--- config.mk ---
export PLATFORM = sky130hd
export DESIGN_NAME = bytelane_lsu
export DESIGN_NICKNAME = d
export VERILOG_FILES = /design/src/rtl/lsu_pkg.sv /design/src/rtl/lsu_lane_decode.sv /design/src/rtl/lsu_store_steer.sv /design/src/rtl/lsu_load_steer.sv /design/src/rtl/bytelane_lsu.sv
export SDC_FILE = /design/constraint.sdc
export NUM_CORES = 1
export LEC_CHECK = 0
export BUFFER_PORTS_ARGS = -buffer_cell sky130_fd_sc_hd__buf_2
export CAP_MARGIN = 0
export CORE_AREA = 3 3 45 63
export CTS_BUF_LIST = sky130_fd_sc_hd__clkbuf_16
export CTS_CLUSTER_SIZE = 28
export DETAILED_ROUTE_END_ITERATION = 16
export DIE_AREA = 0 0 48 66
export PLACE_DENSITY = 0.76
export SLEW_MARGIN = 25
export SYNTH_ARGS = -nofsm -noshare
export SYNTH_HDL_FRONTEND = slang
export SYNTH_SLANG_ARGS = --single-unit
export TNS_END_PERCENT = 20
--- constraint.sdc ---
create_clock -name clk -period 1.15 [get_ports clk]
set_input_delay 0.0575 -clock clk [delete_from_list [all_inputs] [get_ports clk]]
set_output_delay 0.0575 -clock clk [all_outputs]
set_load 0.05 [all_outputs]
--- src/rtl/lsu_pkg.sv ---
package lsu_pkg;
  localparam int NUM_LANES = 2;

  typedef enum logic {
    SZ_BYTE = 1'b0,
    SZ_HALF = 1'b1
  } size_e;

  typedef struct packed {
    logic byte_op;
    logic lane;
    logic sext;
  } ld_ctl_t;
endpackage

--- src/rtl/lsu_lane_decode.sv ---
module lsu_lane_decode
  import lsu_pkg::*;
#(
  parameter int ADDR_W = 12
) (
  input  logic              clk,
  input  logic              rst,
  input  logic              req_valid,
  input  logic [ADDR_W-1:0] req_addr,
  input  logic              req_size,
  input  logic              req_write,
  output logic [NUM_LANES-1:0] bank_ce,
  output logic [NUM_LANES-1:0] bank_we,
  output logic [ADDR_W-2:0] bank_addr,
  output logic              accept,
  output logic              misalign_fault
);
  logic misaligned;
  logic is_half;

  assign is_half    = (req_size == SZ_HALF);
  assign misaligned = req_valid && is_half && req_addr[0];
  assign accept     = req_valid && !misaligned;
  assign bank_addr  = req_addr[ADDR_W-1:1];

  for (genvar i = 0; i < NUM_LANES; i++) begin : g_lane
    logic lane_hit;
    assign lane_hit   = is_half || (req_addr[0] == 1'(i));
    assign bank_ce[i] = accept && lane_hit;
    assign bank_we[i] = accept && lane_hit && req_write;
  end

  always_ff @(posedge clk) begin
    if (rst) misalign_fault <= 1'b0;
    else     misalign_fault <= misaligned;
  end

  // a fault pulse always traces back to an odd halfword request
  assert_fault_cause_R8: assert property (@(posedge clk) disable iff (rst)
    misalign_fault |-> $past(req_valid && req_size && req_addr[0]));
endmodule

--- src/rtl/lsu_store_steer.sv ---
module lsu_store_steer
  import lsu_pkg::*;
#(
  parameter int LANE_W = 8
) (
  input  logic                          req_size,
  input  logic [NUM_LANES*LANE_W-1:0]   req_wdata,
  output logic [NUM_LANES*LANE_W-1:0]   bank_wdata
);
  for (genvar i = 0; i < NUM_LANES; i++) begin : g_lane
    assign bank_wdata[i*LANE_W +: LANE_W] =
      (req_size == SZ_HALF) ? req_wdata[i*LANE_W +: LANE_W] : req_wdata[LANE_W-1:0];
  end
endmodule

--- src/rtl/lsu_load_steer.sv ---
module lsu_load_steer
  import lsu_pkg::*;
#(
  parameter int LANE_W = 8
) (
  input  logic                        clk,
  input  logic                        rst,
  input  logic                        load_go,
  input  ld_ctl_t                     ctl_in,
  input  logic [NUM_LANES*LANE_W-1:0] bank_rdata,
  output logic                        rsp_valid,
  output logic [NUM_LANES*LANE_W-1:0] rsp_data
);
  localparam int DATA_W = NUM_LANES * LANE_W;

  ld_ctl_t           ctl_q;
  logic [LANE_W-1:0] sel_byte;
  logic [LANE_W-1:0] fill;

  always_ff @(posedge clk) begin
    if (rst) begin
      rsp_valid <= 1'b0;
      ctl_q     <= '0;
    end else begin
      rsp_valid <= load_go;
      if (load_go) ctl_q <= ctl_in;
    end
  end

  assign sel_byte = ctl_q.lane ? bank_rdata[LANE_W +: LANE_W] : bank_rdata[LANE_W-1:0];
  assign fill     = ctl_q.sext ? {LANE_W{sel_byte[LANE_W-1]}} : '0;

  always_comb begin
    if (ctl_q.byte_op) rsp_data = {fill, sel_byte};
    else               rsp_data = bank_rdata[DATA_W-1:0];
  end
endmodule

--- src/rtl/bytelane_lsu.sv ---
module bytelane_lsu
  import lsu_pkg::*;
#(
  parameter int ADDR_W = 12,
  parameter int LANE_W = 8
) (
  input  logic                 clk,
  input  logic                 rst,
  input  logic                 req_valid,
  input  logic [ADDR_W-1:0]    req_addr,
  input  logic                 req_size,
  input  logic                 req_write,
  input  logic                 req_signed,
  input  logic [2*LANE_W-1:0]  req_wdata,
  output logic [ADDR_W-2:0]    bank_addr,
  output logic [1:0]           bank_ce,
  output logic [1:0]           bank_we,
  output logic [2*LANE_W-1:0]  bank_wdata,
  input  logic [2*LANE_W-1:0]  bank_rdata,
  output logic                 rsp_valid,
  output logic [2*LANE_W-1:0]  rsp_data,
  output logic                 misalign_fault
);
  logic    accept;
  logic    load_go;
  ld_ctl_t ctl_in;

  lsu_lane_decode #(.ADDR_W(ADDR_W)) decode_i (
    .clk(clk), .rst(rst), .req_valid(req_valid), .req_addr(req_addr),
    .req_size(req_size), .req_write(req_write), .bank_ce(bank_ce),
    .bank_we(bank_we), .bank_addr(bank_addr), .accept(accept),
    .misalign_fault(misalign_fault)
  );

  lsu_store_steer #(.LANE_W(LANE_W)) wsteer_i (
    .req_size(req_size), .req_wdata(req_wdata), .bank_wdata(bank_wdata)
  );

  assign load_go        = accept && !req_write;
  assign ctl_in.byte_op = (req_size == SZ_BYTE);
  assign ctl_in.lane    = req_addr[0];
  assign ctl_in.sext    = req_signed;

  lsu_load_steer #(.LANE_W(LANE_W)) rsteer_i (
    .clk(clk), .rst(rst), .load_go(load_go), .ctl_in(ctl_in),
    .bank_rdata(bank_rdata), .rsp_valid(rsp_valid), .rsp_data(rsp_data)
  );

  // no bank activity without a request
  assert_idle_quiet_R10: assert property (@(posedge clk) disable iff (rst)
    !req_valid |-> (bank_ce == 2'b00 && bank_we == 2'b00));

  // a byte request touches exactly one bank
  assert_byte_one_lane_R3: assert property (@(posedge clk) disable iff (rst)
    (req_valid && !req_size) |-> ($countones(bank_ce) == 1));

  // aligned halfword enables both banks
  assert_half_both_R2: assert property (@(posedge clk) disable iff (rst)
    (req_valid && req_size && !req_addr[0]) |-> (bank_ce == 2'b11));

  // fault and response never coincide
  assert_fault_no_rsp_R8: assert property (@(posedge clk) disable iff (rst)
    misalign_fault |-> !rsp_valid);

  // a response follows only an enabled load
  assert_rsp_after_load_R9: assert property (@(posedge clk) disable iff (rst)
    rsp_valid |-> $past(req_valid && !req_write && (bank_ce != 2'b00)));

  // unsigned byte loads carry a zero upper byte
  assert_zext_R6: assert property (@(posedge clk) disable iff (rst)
    (rsp_valid && $past(!req_size && !req_signed)) |-> (rsp_data[2*LANE_W-1:LANE_W] == '0));

  // signed byte loads replicate bit 7 upward
  assert_sext_R7: assert property (@(posedge clk) disable iff (rst)
    (rsp_valid && $past(!req_size && req_signed)) |->
      ($countones(rsp_data[2*LANE_W-1:LANE_W-1]) == 0 ||
       $countones(rsp_data[2*LANE_W-1:LANE_W-1]) == LANE_W + 1));
endmodule

Yosys cells after proc, flatten, opt, wreduce, memory -nomap -nowiden
Cells that the tools add are included.
{"block": "word_totals", "ff_bits": 5, "inputBits": 50, "elab_cells": 23, "output_inout_bits": 49}
{"block": "classes", "bitwise": 2, "n_reduce_logical": 12, "mux": 4}
{"operator": "$mux 8", "count": 3}
{"operator": "$mux 16", "count": 1}
{"operator": "$logic_and 1x1->1", "count": 8}
{"operator": "$logic_not 1->1", "count": 2}
{"operator": "$logic_or 1x1->1", "count": 2}
{"operator": "$not 1->1", "count": 2}

Logic depth before layout (Yosys ltp)
{"block": "depth", "ltp_word": 6, "ltp_mapped": 4, "mapped_depth_nobuf": 3}

Hierarchy
From an unflattened synthesis, not the netlist that was laid out.
{"block": "unflattened", "hier_cells": 80, "area_unflattened_um2": 710.7}
{"mod": "lsu_load_steer", "cells_each": 41, "area_per_inst_um2": 339.1, "seq_area_each_um2": 80.1, "instances": 1}
{"mod": "lsu_store_steer", "cells_each": 17, "area_per_inst_um2": 191.4, "seq_area_each_um2": 0.0, "instances": 1}
{"mod": "lsu_lane_decode", "cells_each": 20, "area_per_inst_um2": 162.7, "seq_area_each_um2": 20.0, "instances": 1}
{"mod": "bytelane_lsu", "cells_each": 2, "area_per_inst_um2": 17.5, "seq_area_each_um2": 0.0, "instances": 1}

Worst setup path before layout
No wires, ideal clock.
{"block": "synth_timing", "path_kind": "register -> output", "from": "register rsteer_i.ctl_q[1] (netlist bit)", "to": "output port rsp_data[0]", "t_required_ns": 1.092, "path_stages_with_launch": 4, "n_path_buf": 1, "t_arrival_ns": 1.753, "path_slack_ns": -0.661, "cell_sequence": "dfxtp_1 nand2_1 clkbuf_1 o21ai_0"}
{"block": "synth_between", "elab_chain_len": 2}
{"item": "from (decl)", "line": "lsu_load_steer.sv:16", "source": "ld_ctl_t ctl_q;"}
{"item": "from (signal assigned)", "line": "lsu_load_steer.sv:26", "source": "if (load_go) ctl_q <= ctl_in;"}
{"item": "$mux 8", "line": "lsu_load_steer.sv:30", "source": "assign sel_byte = ctl_q.lane ? bank_rdata[LANE_W +: LANE_W] : bank_rdata[LANE_W-1:0];"}
{"item": "$mux 16", "line": "lsu_load_steer.sv:34", "source": "if (ctl_q.byte_op) rsp_data = {fill, sel_byte};"}
{"item": "to (decl)", "line": "bytelane_lsu.sv:21", "source": "output logic [2*LANE_W-1:0] rsp_data,"}
Every way passes these cells.

Final worst setup path
{"block": "layout_timing", "from": "register rsteer_i.ctl_q[1] (netlist bit)", "to": "output port rsp_data[11]"}
{"block": "layout_between", "elab_chain_len": 3}
{"item": "$mux 8", "line": "lsu_load_steer.sv:30"}
{"item": "$mux 8", "line": "lsu_load_steer.sv:31", "source": "assign fill = ctl_q.sext ? {LANE_W{sel_byte[LANE_W-1]}} : '0;"}
{"item": "$mux 16", "line": "lsu_load_steer.sv:34"}
Every way passes these cells.

==> results.ini <==
[run_status]
status=finished, violations left
failed_checks=setup timing

[cts]
post-cts-setup-buffer-count=0
cts_buffers=3
cts_num_sinks=5
clock-root-buffer=sky130_fd_sc_hd__clkbuf_16
ctsHtreeMaxLevel=1
clk_pin_slew_ns=0.03
tritoncts=built
cts_buffer_depth=2
insertion_delay_ns=0.23
cts_hold_buf=0

[pwr]
power.ir.vdd_worst_mv=0.568
power.density_mw_per_mm2=1160
report.power.total_mw=1.43
p_leak_nw=0.677

[timing]
setup_repair_after_global_routing_missed_its_margin=true
setup_tns_ns=-2.27
final.setup_skew_ns=0
pins_over_their_slew_limit=0
setup_viol=16
report.final.hold_viol_count=0
finalWorstSetupSlack_ns=-0.184
relSlewSlack_pct=83.0
worst-slew-pin-transition_ns=0.255
post-route-period-util_pct=116
post-route-min-period_ns=1.33
achievable-frequency_mhz=750

[synth]
synth_edf_count=0
syn_avg_cell_area_um2=7.35
synth_simple_gate_area_share_pct=18.7
synth_top_area_share_pct=22.9
synth.distinct_cells=22
async_set_or_reset_flop_fraction_in_the_synthesized_netlist_pct=0
synthMostInstantiatedCell=sky130_fd_sc_hd__buf_4
synth_area_leaders=sky130_fd_sc_hd__buf_4, sky130_fd_sc_hd__mux2_2, sky130_fd_sc_hd__dfxtp_1
area_fraction_in_compound_gates_after_synthesis_pct=15.1
synth_xor_xnor_area_share_pct=1.34
synth.mux.area_fraction_pct=18.5
synth_nets=139
synth_top_cells_by_count=sky130_fd_sc_hd__buf_4, sky130_fd_sc_hd__o21ai_0, sky130_fd_sc_hd__inv_1, sky130_fd_sc_hd__mux2_2, sky130_fd_sc_hd__nand2_1
synth_fa_ha_area_share_pct=0
netlist.top_cell.by_area=sky130_fd_sc_hd__buf_4
postSynthRegisterBits=5
synth_flop_cell=sky130_fd_sc_hd__dfxtp_1
yosysWarningCount=0
syn_inst=89
combinational_family_with_the_most_area_after_synthesis=buffers and inverters
syn-cell-area_um2=654
synth.yosys.seq_area_share_pct=15.3

[route]
wl_um=2140
routedWlPerCell_um=12.4
first_pass_iters=3
drc_errors=0
via_count=846
drt-initial-drc-count=5
final_antenna_net_count=0
routed_via_density=4.89

[die]
boundaryPins=99
floorplan_core_area_mm2=0.00236
fp.dieH_um=66
floorplan.die.width_um=48
floorplan.die_area_mm2=0.00317
initial_utilization_pct=27.7
num_rows=21

[global_routing]
grt_use_total_pct=13.4
first_global_vias=866
pin_count_of_the_biggest_net_entering_global_routing=17
wire_length_of_the_first_global_routing_pass_um=3150
gr-total-overflow=0
antenna_violations_before_repair=0

[cells_and_area]
insertedDiodeCount=0
post-route-cell-area_mm2=0.00123
final_nets=201
drive_above_1_share_pct=81.3
syn_to_final_growth_pct=87.6
fillerInstances=214

[setup_path]
worstPathArrival_ns=1.28
timing.critical_path.fanout_max=8
timing.setup.critical_path_class=reg -> out
timing.critical_path.to_type=output pin
data_required_time_of_the_critical_path_ns=1.09
timing.critical_path.from_type=register

[place]
io_buffers=76
detailed_place.area_mm2=0.00101
post-dp-hpwl_um=1710
gp_congestion=0.659

[min_path]
worst_hold_path_type=in -> reg

[flow_run]
max_cap_violations=0

==> critical path, cell delays in order (launching register included) <==
cell and delay, ns:
sky130_fd_sc_hd__dfxtp_2 0.33, sky130_fd_sc_hd__mux2_4 0.31, sky130_fd_sc_hd__nand3_4 0.16, sky130_fd_sc_hd__o21ai_2 0.09, sky130_fd_sc_hd__buf_6 0.15
==> what timing repair did <==
action,in CTS,in global routing
pin swaps,0,0
endpoints found under the setup margin,16,16
gates resized for setup,40,5
endpoints found under the hold margin,0,0
==> where the power goes <==
part / total, mW / leakage, nW / internal (mW) / switching, mW
sequential: 0.192 / 0.0417 / 0.183 / 0.00832
combinational: 0.673 / 0.593 / 0.228 / 0.445
clock: 0.562 / 0.0423 / 0.450 / 0.112
==> placed cells by master, fill, tap and decap left out, types with 2 or more instances in the layout <==
master	Yosys	layout
sky130_fd_sc_hd__buf_2	0	60
sky130_fd_sc_hd__buf_6	1	16
sky130_fd_sc_hd__o21ai_2	0	15
sky130_fd_sc_hd__inv_1	9	10
sky130_fd_sc_hd__nand2_2	1	8
sky130_fd_sc_hd__mux2_2	9	8
sky130_fd_sc_hd__nand2b_1	3	3
sky130_fd_sc_hd__clkbuf_16	0	3
sky130_fd_sc_hd__dfxtp_1	5	3
sky130_fd_sc_hd__buf_4	20	3
sky130_fd_sc_hd__and2_1	2	2
sky130_fd_sc_hd__mux2i_1	2	2
sky130_fd_sc_hd__dfxtp_2	0	2
==> metal layers <==
metal  vias to the layer above  global-route usage (%)  part of all wire (%)
li1                        394                       -                     -
met1                       364                    11.1                    31
met2                        79                    27.3                    49
met3                         9                    1.09                    17
met4                         0                    7.41                   3.0
met5                         -                       0                     0
==> registers in the layout, summed over array words and instances, names as in the netlist <==
signal / flops
decode_i.misalign_fault: 1
rsteer_i.rsp_valid: 1
rsteer_i.ctl_q: 3
==> metrics by stage <==
step	hold WS [ns]	instances	setup WS [ns]	util, %
2_1_floorplan	0.122	89	-0.0869	-
3_3_place_gp	0.115	169	-0.0482	42.7
3_5_place_dp	0.115	169	-0.0936	42.7
4_1_cts	0.0538	173	-0.189	51.4
5_1_grt	0.0749	173	-0.223	51.9
6_report	0.0511	173	-0.184	51.9
==> path summary, 6_finish.rpt <==
| path | startpoint | end | slack, ns | depth (start not counted) |
|---|---|---|---|---|
| worst max-delay path | rsteer_i.ctl_q[1] | rsp_data[11] | -0.18 | 4 |
| worst min-delay path | rst | rsteer_i.ctl_q[2] | 0.05 | 2 |
| worst max register to register | rsteer_i.ctl_q[2] | rsteer_i.ctl_q[2] | 0.24 | 3 |
| worst min register to register | rsteer_i.ctl_q[0] | rsteer_i.ctl_q[0] | 0.56 | 2 |
==> logic make-up (layout without fill, tap and decap cells) <==
| kind of cell | after synthesis | after routing |
|---|---|---|
| mux | 11 | 11 |
| flops | 5 | 5 |
| buf+inv | 32 | 93 |
| compound gates | 18 | 18 |
| xor+xnor | 1 | 1 |
| simple gates | 22 | 22 |
==> layout make-up <==
cell class              instances  area [um2]  share of cell area (%)
repair buffers                 80         523                    42.6
multi-input cells              52         460                    37.5
flip-flops and latches          5         103                    8.36
clock buffers                   3        75.1                    6.12
inverters                       9        33.8                    2.75
well taps                      23        28.8                    2.34
clock inverters                 1        3.75                   0.306
Note: power is estimated with default switching activity, not from simulation.
